File: config.mk
export PLATFORM = sky130hd
export DESIGN_NAME = dual_slope_seq
export DESIGN_NICKNAME = d
export VERILOG_FILES = /design/src/rtl/dsq_pkg.sv /design/src/rtl/dsq_sync.sv /design/src/rtl/dsq_phase_fsm.sv /design/src/rtl/dsq_result_latch.sv /design/src/rtl/dual_slope_seq.sv
export SDC_FILE = /design/constraint.sdc
export NUM_CORES = 1
export LEC_CHECK = 0
export BUFFER_PORTS_ARGS = -buffer_cell sky130_fd_sc_hd__buf_4
export CAP_MARGIN = 20
export CORE_ASPECT_RATIO = 0.6
export CORE_UTILIZATION = 37
export CTS_BUF_LIST = sky130_fd_sc_hd__clkbuf_8
export DETAILED_ROUTE_END_ITERATION = 8
export PLACE_DENSITY = 0.53
export SYNTH_ARGS = -nofsm -noshare
export SYNTH_HDL_FRONTEND = slang
export SYNTH_SLANG_ARGS = --single-unit
File: constraint.sdc
create_clock -name clk -period 2.2 [get_ports clk]
set_input_delay 0.44 -clock clk [delete_from_list [all_inputs] [get_ports clk]]
set_output_delay 0.44 -clock clk [all_outputs]
set_load 0.01 [all_outputs]
File: src/rtl/dsq_pkg.sv
package dsq_pkg;

    typedef enum logic [1:0] {
        PH_AZ    = 2'd0,
        PH_INT   = 2'd1,
        PH_DEINT = 2'd2
    } phase_e;

    typedef struct packed {
        logic az;
        logic integ;
        logic deint;
    } phase_sel_t;

    // clocks from run-request detection to first integrate clock
    localparam int START_DLY = 7;

    function automatic int az_len(input int res);
        return 1 << (res - 1);
    endfunction

    function automatic int int_len(input int res);
        return 1 << (res - 1);
    endfunction

    function automatic int deint_len(input int res);
        return 1 << res;
    endfunction

    function automatic phase_sel_t decode_phase(input phase_e ph);
        phase_sel_t s;
        s.az    = (ph == PH_AZ);
        s.integ = (ph == PH_INT);
        s.deint = (ph == PH_DEINT);
        return s;
    endfunction

endpackage

File: src/rtl/dsq_sync.sv
module dsq_sync #(
    parameter int              W       = 1,
    parameter logic [W-1:0]    RST_VAL = '0
) (
    input  logic         clk,
    input  logic         rst,
    input  logic [W-1:0] d_async,
    output logic [W-1:0] q_sync
);

    logic [W-1:0] stage1;
    logic [W-1:0] stage2;

    always_ff @(posedge clk) begin
        if (rst) begin
            stage1 <= RST_VAL;
            stage2 <= RST_VAL;
        end else begin
            stage1 <= d_async;
            stage2 <= stage1;
        end
    end

    assign q_sync = stage2;

endmodule

File: src/rtl/dsq_phase_fsm.sv
module dsq_phase_fsm
    import dsq_pkg::*;
#(
    parameter int RES_BITS = 14
) (
    input  logic                clk,
    input  logic                rst,
    input  logic                run_s,
    input  logic                crossed,
    output phase_e              phase,
    output logic [RES_BITS-1:0] cnt,
    output logic                load,
    output logic                busy_q
);

    localparam int CW = RES_BITS;
    localparam logic [CW-1:0] AZ_LAST    = CW'(az_len(RES_BITS) - 1);
    localparam logic [CW-1:0] HOLD_PT    = CW'(az_len(RES_BITS) - START_DLY);
    localparam logic [CW-1:0] INT_LAST   = CW'(int_len(RES_BITS) - 1);
    localparam logic [CW-1:0] DEINT_LAST = CW'(deint_len(RES_BITS) - 1);

    phase_e        phase_n;
    logic [CW-1:0] cnt_n;

    always_comb begin
        phase_n = phase;
        cnt_n   = cnt + 1'b1;
        load    = 1'b0;
        unique case (phase)
            PH_AZ: begin
                if (cnt == AZ_LAST) begin
                    phase_n = PH_INT;
                    cnt_n   = '0;
                end else if (cnt == HOLD_PT && !run_s) begin
                    cnt_n   = cnt;
                end
            end
            PH_INT: begin
                if (cnt == INT_LAST) begin
                    phase_n = PH_DEINT;
                    cnt_n   = '0;
                end
            end
            PH_DEINT: begin
                if ((crossed && !run_s) || cnt == DEINT_LAST) begin
                    phase_n = PH_AZ;
                    cnt_n   = '0;
                    load    = 1'b1;
                end
            end
            default: begin
                phase_n = PH_AZ;
                cnt_n   = '0;
            end
        endcase
    end

    always_ff @(posedge clk) begin
        if (rst) begin
            phase  <= PH_AZ;
            cnt    <= '0;
            busy_q <= 1'b0;
        end else begin
            phase  <= phase_n;
            cnt    <= cnt_n;
            busy_q <= (phase_n != PH_AZ);
        end
    end

    // integrate starts exactly seven clocks after the request was seen high
    a_r8_restart_seven: assert property (@(posedge clk) disable iff (rst)
        $rose(phase == PH_INT) |-> $past(run_s, 7));

    // integrate is only entered from the last auto-zero count
    a_r7_min_az: assert property (@(posedge clk) disable iff (rst)
        $rose(phase == PH_INT) |-> ($past(phase) == PH_AZ && $past(cnt) == AZ_LAST));

    // integrate always spans its full length
    a_r1_int_span: assert property (@(posedge clk) disable iff (rst)
        $fell(phase == PH_INT) |-> ($past(cnt) == INT_LAST && phase == PH_DEINT));

    // crossing seen and request low ends de-integration
    a_r6_early_end: assert property (@(posedge clk) disable iff (rst)
        ($past(phase) == PH_DEINT && $past(crossed) && !$past(run_s)) |-> phase == PH_AZ);

endmodule

File: src/rtl/dsq_result_latch.sv
module dsq_result_latch
    import dsq_pkg::*;
#(
    parameter int RES_BITS = 14
) (
    input  logic                clk,
    input  logic                rst,
    input  phase_e              phase,
    input  logic [RES_BITS-1:0] cnt,
    input  logic                cmp_s,
    input  logic                load,
    output logic                crossed,
    output logic [RES_BITS-1:0] data_q
);

    logic [RES_BITS-1:0] cap_q;
    logic                cross_now;

    assign cross_now = (phase == PH_DEINT) && !cmp_s;

    always_ff @(posedge clk) begin
        if (rst) begin
            crossed <= 1'b0;
            cap_q   <= '0;
            data_q  <= '0;
        end else begin
            if (phase != PH_DEINT) begin
                crossed <= 1'b0;
            end else if (!crossed && cross_now) begin
                crossed <= 1'b1;
                cap_q   <= cnt;
            end
            if (load) begin
                if (crossed)
                    data_q <= cap_q;
                else if (cross_now)
                    data_q <= cnt;
                else
                    data_q <= '1;
            end
        end
    end

    // output register changes only on a load edge
    a_r4_load_only: assert property (@(posedge clk) disable iff (rst)
        !load |=> $stable(data_q));

    // a capture only happens inside de-integration
    a_r3_cross_in_deint: assert property (@(posedge clk) disable iff (rst)
        $rose(crossed) |-> $past(phase) == PH_DEINT);

endmodule

File: src/rtl/dual_slope_seq.sv
module dual_slope_seq
    import dsq_pkg::*;
#(
    parameter int RES_BITS = 14
) (
    input  logic                clk,
    input  logic                rst,
    input  logic                run_req,
    input  logic                comparator_hi,
    output logic                ph_az,
    output logic                ph_int,
    output logic                ph_deint,
    output logic                busy,
    output logic [RES_BITS-1:0] result
);

    logic [1:0]          sync_q;
    logic                run_s;
    logic                cmp_s;
    phase_e              phase;
    logic [RES_BITS-1:0] cnt;
    logic                load;
    logic                crossed;
    phase_sel_t          sel;

    dsq_sync #(.W(2), .RST_VAL(2'b11)) u_sync (
        .clk     (clk),
        .rst     (rst),
        .d_async ({run_req, comparator_hi}),
        .q_sync  (sync_q)
    );

    assign run_s = sync_q[1];
    assign cmp_s = sync_q[0];

    dsq_phase_fsm #(.RES_BITS(RES_BITS)) u_fsm (
        .clk     (clk),
        .rst     (rst),
        .run_s   (run_s),
        .crossed (crossed),
        .phase   (phase),
        .cnt     (cnt),
        .load    (load),
        .busy_q  (busy)
    );

    dsq_result_latch #(.RES_BITS(RES_BITS)) u_latch (
        .clk     (clk),
        .rst     (rst),
        .phase   (phase),
        .cnt     (cnt),
        .cmp_s   (cmp_s),
        .load    (load),
        .crossed (crossed),
        .data_q  (result)
    );

    assign sel      = decode_phase(phase);
    assign ph_az    = sel.az;
    assign ph_int   = sel.integ;
    assign ph_deint = sel.deint;

    // phase selects are one-hot
    a_r2_onehot: assert property (@(posedge clk) disable iff (rst)
        $onehot({ph_az, ph_int, ph_deint}));

    // busy register agrees with the decoded phase
    a_r5_busy_phase: assert property (@(posedge clk) disable iff (rst)
        busy == !ph_az);

    // result holds whenever busy was low
    a_r4_hold_idle: assert property (@(posedge clk) disable iff (rst)
        !busy |=> $stable(result));

endmodule

* Word-level counts from Yosys, hierarchy flattened
Cells that the tools add are included.
** Word-level totals
- Bits in registers :: 50
- Output and inout port bits :: 18
- Word-level logic and storage cells :: 42
- Input bits :: 4
** Operators by class
- Bitwise gates (word level) :: 1
- Equality and inequality tests :: 7
- Reductions and logical operators :: 12
- Mux-type cells :: 13
- Add/subtract/negate cells :: 1
** Operators by type and width (count)
- 2-to-1 mux 14 bit :: 6
- case mux 14 bit (3 select lines) :: 1
- equality test 14 x 13 -> 1 bit (second input constant) :: 2
- adder 14 x 1 -> 14 bit (second input constant) :: 1
- equality test 14 bit (second input constant) :: 1
- 2-to-1 mux 2 bit :: 3
- case mux 2 bit (3 select lines) :: 1
- logical AND 1 bit :: 4
- logical NOT 1 bit :: 3
- inequality test 3 x 2 -> 1 bit (second input constant) :: 1
- equality test 2 x 1 -> 1 bit (second input constant) :: 1
- equality test 2 bit (second input constant) :: 1
- logical NOT 2 bit :: 1
- 2-to-1 mux 1 bit :: 2
- inequality test 2 bit (second input constant) :: 1
- AND reduction 2 bit :: 1
- nonzero test 2 bit :: 1
- OR reduction 2 bit :: 1
- logical OR 1 bit :: 1
- inverter 1 bit :: 1

* Longest topological paths before layout
Gate-level depths: netlist (run 1).
- Depth in word-level cells :: 6
- Mapped depth :: 7
- Mapped depth without buffers :: 6

* Modules after synthesis
From an unflattened synthesis (run 1), not the netlist that was laid out.
** Unflattened totals
- Cells, all modules :: 232
- Area total of the unflattened synthesis :: 2114.5 µm²
** By module, submodules not included
- dsq_result_latch :: seq. area each 580.6 µm², instances 1, area each 1144.8 µm², cells each 130
- dsq_phase_fsm :: seq. area each 340.3 µm², instances 1, area each 845.8 µm², cells each 91
- dsq_sync :: seq. area each 80.1 µm², instances 1, area each 105.1 µm², cells each 8
- dual_slope_seq :: seq. area each 0.0 µm², instances 1, area each 18.8 µm², cells each 3

* Worst setup path after synthesis (run 1)
No wires, ideal clock.
- Path type :: reg-to-reg
- Start :: register u_fsm.cnt[0]
- End :: register u_fsm.cnt[1]
- Slack :: 0.293 ns
- Cell stages (with the launch flop) :: 7
- Data arrival time :: 1.769 ns
- Path buffers :: 1
- Period minus slack after synthesis :: 1.907 ns
- Required time :: 2.062 ns
- Setup time :: 0.138 ns
- Path through :: dfxtp_1 > ha_1 > nand3_1 > or4_4 > a2bb2oi_4 > buf_4 > o32ai_2
** On the way
- Cells in the longest elaborated chain, start to end :: 4
- Elaborated cells between the ends (all ways) :: 12
- Classes of those cells :: 1 x add/sub; 4 x eq/ne; 5 x mux; 2 x reduce/logical
** Ends and longest elaborated chain
- start, declared :: line dsq_phase_fsm.sv:11 : output logic [RES_BITS-1:0] cnt,
- start signal, assigned :: line dsq_phase_fsm.sv:65 : cnt <= cnt_n;
- adder 14 x 1 -> 14 bit or equality test 14 bit (tied branches) :: line dsq_phase_fsm.sv:27, dsq_phase_fsm.sv:45
- 2-to-1 mux 14 bit or logical OR 1 bit (tied branches) :: line dsq_phase_fsm.sv:34, dsq_phase_fsm.sv:45
- 2-to-1 mux 14 bit (on tied branches) :: line dsq_phase_fsm.sv:31, dsq_phase_fsm.sv:45
- case mux 14 bit (3 select lines) :: line dsq_phase_fsm.sv:29 : unique case (phase)
Parallel ways exist; a longest one is shown, timed or not. The select of a mux whose other input is x is not followed.
A chain may end at the register's enable or synchronous reset.

* Final worst setup path (run 1)
- Start :: register u_fsm.phase[0]
- End :: output ph_deint
** On the way
- Cells in the longest elaborated chain, start to end :: 1
** Ends and longest elaborated chain
- start, declared :: line dsq_phase_fsm.sv:10 : output phase_e phase,
- start signal, assigned :: line dsq_phase_fsm.sv:64 : phase <= phase_n;
- equality test 2 bit :: line dsq_pkg.sv:34 : s.deint = (ph == PH_DEINT);
- end, declared :: line dual_slope_seq.sv:12 : output logic ph_deint,
No other way between the ends.

==> run metrics, run 1 <==
Initial Utilization 39.0%; Final setup viols 0; flip-flop and latch count after synthesis 50; fmax 491 MHz; Cells after DPL 375; WHS 0.305 ns; clock-pin slew on the worst setup and hold paths 0.10 ns; critical path arrival 1.60 ns; sw power 0.000382 W; TritonRoute pass-1 iters 4; Synth warnings 0; final core occ 44.9%; Reg power frac 55.5%; First DRT Iteration DRCs 121; largest net degree at the start of global routing 53; Setup Fix Bufs, Post-CTS 0; vias per cell 5.31; Cells after Synth 284; Netlist cell types 41; final net count 304; Leak 0.953 nW; number of fill cells in the layout 628; critical path startpoint category register; slew margin rel. 63.3%; Worst VDD drop 247 uV; most common cell in the netlist dfxtp_1; Post-synth EDFFs 0; P_int 0.00128 W; final worst-path cycle share 92.6%; Cell Area, Synth 0.00244 mm2; Global Route Usage Sum 18.9%; synth top area cells dfxtp_1, o211ai_1, a21oi_1, a2bb2oi_1, nand2_1; gr ovfl total 0; initial antenna violation count 0; flop-to-flop setup slack 0.18 ns; Seq/Total Area, Yosys 41.0%; vias in the first global route 1828; share of cells above drive strength 1 20.4%; die height 64.9 um; WS Path Type reg2out; Die ar. 0.00693 mm2; largest area contributor in the netlist dfxtp_1; Comb power frac 3.1%; Synth async-reset ratio 0%; synth cell count leaders dfxtp_1, nand2_1, a21oi_1; CTS tree done; Non-Filler Instances 383; Core Rows 22; CTS Hold Bufs 0; Final ANT Viol Nets 0; Syn Area/Cell 8.59 um2; Crit. End Element output pin; Die X-Extent 107 um; RePlAce Congestion 0.785; PwrDens 593 mW/mm2; worst-margin pin slew 0.545 ns; minimum clock period 2.04 ns; crit path max fanout 11; Num Clock Sinks 50; core footprint 0.00625 mm2; Slew Limit Fails 0; wire length per cell 15.8 um; CP required 1.76 ns; Max-Cap Viols 0; DR vias 2033; Clk pwr share 41.4%; wirelength, routed 6070 um; wire length of the first global-routing pass 10100 um; worst clock skew 0.00904 ns; final-report hold violation count 0; RSZ-0062 raised after global routing false; Sw Ratio 23.0%; CTS Buf Count 5; # resized after CTS 0; main flop type after synthesis dfxtp_1; antenna fix cells 0; port buffer count 21; post-route DRC violation count 0; H-tree depth 2; Area Overhead vs Synth 15.0%; DP HPWL 4170 um; area share of the largest cell type after synthesis 41.0%; TNS Setup 0 ns; HP Class in2reg; Clock Path Buffers 2; status finished clean; syn nets 290; clk root buf clkbuf_8; clock latency on the worst-skew pair 0.31 ns; io pins 22
[worst max-delay path, stage by stage (launching register included)]
cell and delay [ns]:
dfxtp_1 0.49, nand2b_1 0.30, clkinvlp_4 0.28, buf_4 0.21
[state kept, by name, summed over array words and instances, names as in the netlist]
name	count
u_fsm.cnt	14
u_latch.cap_q	14
u_latch.data_q	14
u_fsm.phase	2
u_sync.q_sync	2
u_sync.stage1	2
u_fsm.busy_q	1
u_latch.crossed	1
[cell type report]
cell class	instances	area, um2	share of cell area, %
multi-input combinational	187	1240	44.1
timing repair buffer	37	278	9.90
inverter	17	67.6	2.41
sequential	50	1000	35.7
clock inverter	3	47.5	1.69
tap	84	105	3.74
clock buffer	5	68.8	2.45
[cell usage in the layout, fill, tap and decap left out, drive strengths merged, types with 3 or more instances in the layout]
| cell | count |
|---|---|
| dfxtp | 50 |
| buf | 37 |
| nand2 | 31 |
| a21oi | 30 |
| o211ai | 28 |
| inv | 17 |
| nor3 | 15 |
| a2bb2oi | 15 |
| xor2 | 8 |
| nand3 | 7 |
| nand4 | 7 |
| nand2b | 5 |
| xnor2 | 5 |
| clkbuf | 5 |
| nor2 | 4 |
| or2 | 4 |
| nor4 | 4 |
| nor2b | 3 |
| and4 | 3 |
[worst paths after layout]
path	depth (start not counted)	from	endpoint
min reg2reg	1	u_sync.stage1[1]$_SDFF_PP1_	u_sync.q_sync[1]$_SDFF_PP1_
min	2	comparator_hi	u_sync.stage1[0]$_SDFF_PP1_
max reg2reg	6	u_fsm.cnt[1]$_SDFFE_PP0P_	u_fsm.cnt[7]$_SDFFE_PP0P_
max	3	u_fsm.phase[0]$_SDFF_PP0_	ph_deint
[layer usage]
metal  up-vias  routed length (um)  global-route usage, %
li1       1036                   -                      -
met1       946                3540                   30.9
met2        46                2180                   23.3
met3         5                 315                   5.03
met4         0                  37                   3.60
met5         -                   0                      0
[through the flow]
step / worst slack (ns) / total power (W) / cell area (um2)
2_1_floorplan: 0.293 / 0.000977 / 2440
3_3_place_gp: 0.208 / 0.000994 / 2690
3_5_place_dp: 0.141 / 0.000993 / 2690
4_1_cts: 0.0824 / 0.00168 / 2800
5_1_grt: 0.0261 / 0.00173 / 2810
6_report: 0.162 / 0.00166 / 2810
[cell families (layout without fill, tap and decap cells)]
logic type	Yosys count	count (layout)	share of synthesized area, %
compound gates	80	80	23.3
xor+xnor	13	13	4.67
fa+ha+maj	2	2	1.03
buf+inv	47	62	8.26
flops	50	50	41.0
simple gates	92	92	21.7
[power by group through the flow]
stage,Clock (W),Sequential [W],Combinational (W)
2_1_floorplan,0,0.000939,0.0000383
3_3_place_gp,0,0.000942,0.0000528
3_5_place_dp,0,0.000943,0.0000507
4_1_cts,0.000706,0.000922,0.0000515
5_1_grt,0.000751,0.000924,0.0000568
6_report,0.000689,0.000922,0.0000515
(Power assumes the default switching activity.)
==> inputs of run 2 (changes only) <==
REMOVE_ABC_BUFFERS = 1   (was default)
==> run metrics, run 2 (synthesis gave the netlist of run 1 again) <==
final worst-path cycle share 91.4%; DP HPWL 4030 um; share of cells above drive strength 1 19.9%; Max-Cap Viols 0; worst clock skew 0.00577 ns; hold path start run_req; crit path max fanout 13; Crit-path slowest cell or4_4; Design Power 0.00153 W; Crit. End Element register; WS Path Type reg2reg; final-report hold violation count 0; Leak 0.964 nW; commonest non-fill, non-tap cell in the layout dfxtp_1; gr ovfl total 0; GR peak layer met2; initial antenna violation count 0; critical path startpoint category register; DR vias 2092; PwrDens 547 mW/mm2; number of fill cells in the layout 626; RePlAce Congestion 0.791; Reg power frac 59.9%; CTS tree done; io pins 22; clock latency on the worst-skew pair 0.31 ns; slew margin rel. 62.5%; Die ar. 0.00693 mm2; antenna fix cells 0; FF-to-FF Start u_fsm.cnt[1]$_SDFFE_PP0P_; Slew Limit Fails 0; Global Route met3 Usage 4.23%; routing usage on met1 26.4%; Regs by FF count u_fsm.cnt (14), u_latch.cap_q (14), u_latch.data_q (14); Sw Ratio 22.8%; worst-path cell chain ha_1 > nand3_1 > or4_4 > a2bb2oi_4 > buf_12 > nor3_1; Final ANT Viol Nets 0; die height 64.9 um; most frequent cells in the layout dfxtp_1, buf_4, nand2_1; largest net degree at the start of global routing 53; Num Clock Sinks 50; Area Overhead vs Synth 14.9%; TNS Setup 0 ns; Initial Utilization 39.0%; minimum clock period 2.01 ns; sw power 0.000349 W; TritonRoute pass-1 iters 4; post-route DRC violation count 0; fmax 497 MHz; critical path arrival 2.19 ns; final net count 306; core footprint 0.00625 mm2; vias in the first global route 1989; clock-pin slew on the worst setup and hold paths 0.09 ns; wirelength, routed 5880 um; P_int 0.00118 W; Clk pwr share 36.7%; delay-heaviest family, CP simple AND/OR/NAND/NOR gates; Worst VDD drop 344 uV; First DRT Iteration DRCs 97; max incr delay on CP 0.60 ns; RSZ-0062 raised after global routing false; wire length of the first global-routing pass 10100 um; H-tree depth 2; HP Class in2reg; Die X-Extent 107 um; Comb power frac 3.4%; worst-margin pin slew 0.561 ns; CP startpoint u_fsm.cnt[1]$_SDFFE_PP0P_; vias per cell 5.43; clk root buf clkbuf_8; CP required 2.38 ns; Global Route Usage Sum 18.8%; wire length per cell 15.3 um; status finished clean; CTS Buf Count 5; Final setup viols 0; Clock Path Buffers 2; port buffer count 21; worst path bufs/invs 1; Core Rows 22; met2 Resource Use GR 28.7%; CTS Hold Bufs 0
[run 2: metal layers]
layer	wire, um	vias up	part of all wire (%)
li1	-	1049	-
met3	181	7	3.1
met4	48	0	0.82
met2	2460	24	42
met1	3190	1012	54
met5	0	-	0
[run 2: area by class of cell]
cell class                 count  area (um2)  area share (%)
multi-input combinational    187        1240            44.1
sequential                    50        1000            35.7
timing repair buffer          39         305            10.9
tap                           84         105            3.75
clock buffer                   6        82.6            2.95
inverter                      17        63.8            2.28
clock inverter                 2        8.76           0.312
[run 2: worst paths after layout]
check / end / slack [ns] / cells past startpoint
setup / recovery: u_fsm.cnt[5]$_SDFFE_PP0P_ / 0.19 / 6
hold / removal: u_sync.stage1[1]$_SDFF_PP1_ / 0.31 / 2
setup reg to reg: u_fsm.cnt[5]$_SDFFE_PP0P_ / 0.19 / 6
hold reg to reg: u_sync.q_sync[1]$_SDFF_PP1_ / 0.42 / 1
[run 2: worst reg2reg max path: cells and delay by family (launching register included)]
family | cells | cell delay, ns
AND/OR/NAND/NOR | 3 | 0.85
flip-flops | 1 | 0.42
adder cells (fa/ha/maj) | 1 | 0.25
AO/OA/AOI/OAI | 1 | 0.20
buffers and inverters | 1 | 0.15
[run 2: repair_timing]
| item | in CTS | in global routing |
|---|---|---|
| setup endpoints to repair | 0 | 14 |
| buffers inserted | 0 | 1 |
| gates resized for setup | 0 | 0 |
[run 2: stage by stage]
stage / instance area (um2) / instances / util (%) / setup WS [ns] / hold slack, ns
2_1_floorplan: 2300 / 254 / - / 0.195 / 0.389
3_3_place_gp: 2690 / 376 / 43.1 / 0.149 / 0.395
3_5_place_dp: 2690 / 376 / 43.1 / 0.106 / 0.398
4_1_cts: 2780 / 384 / 44.6 / 0.0866 / 0.303
5_1_grt: 2800 / 385 / 44.9 / 0.0700 / 0.311
6_report: 2800 / 385 / 44.9 / 0.190 / 0.307
[run 2: power groups by stage]
stage | Sequential [W] | Clock (W) | Combinational [W]
floorplan | 0.000941 | 0 | 0.0000220
global placement | 0.000939 | 0 | 0.0000517
detailed placement | 0.000939 | 0 | 0.0000521
CTS | 0.000918 | 0.000578 | 0.0000525
global route | 0.000920 | 0.000631 | 0.0000576
finish | 0.000918 | 0.000563 | 0.0000525
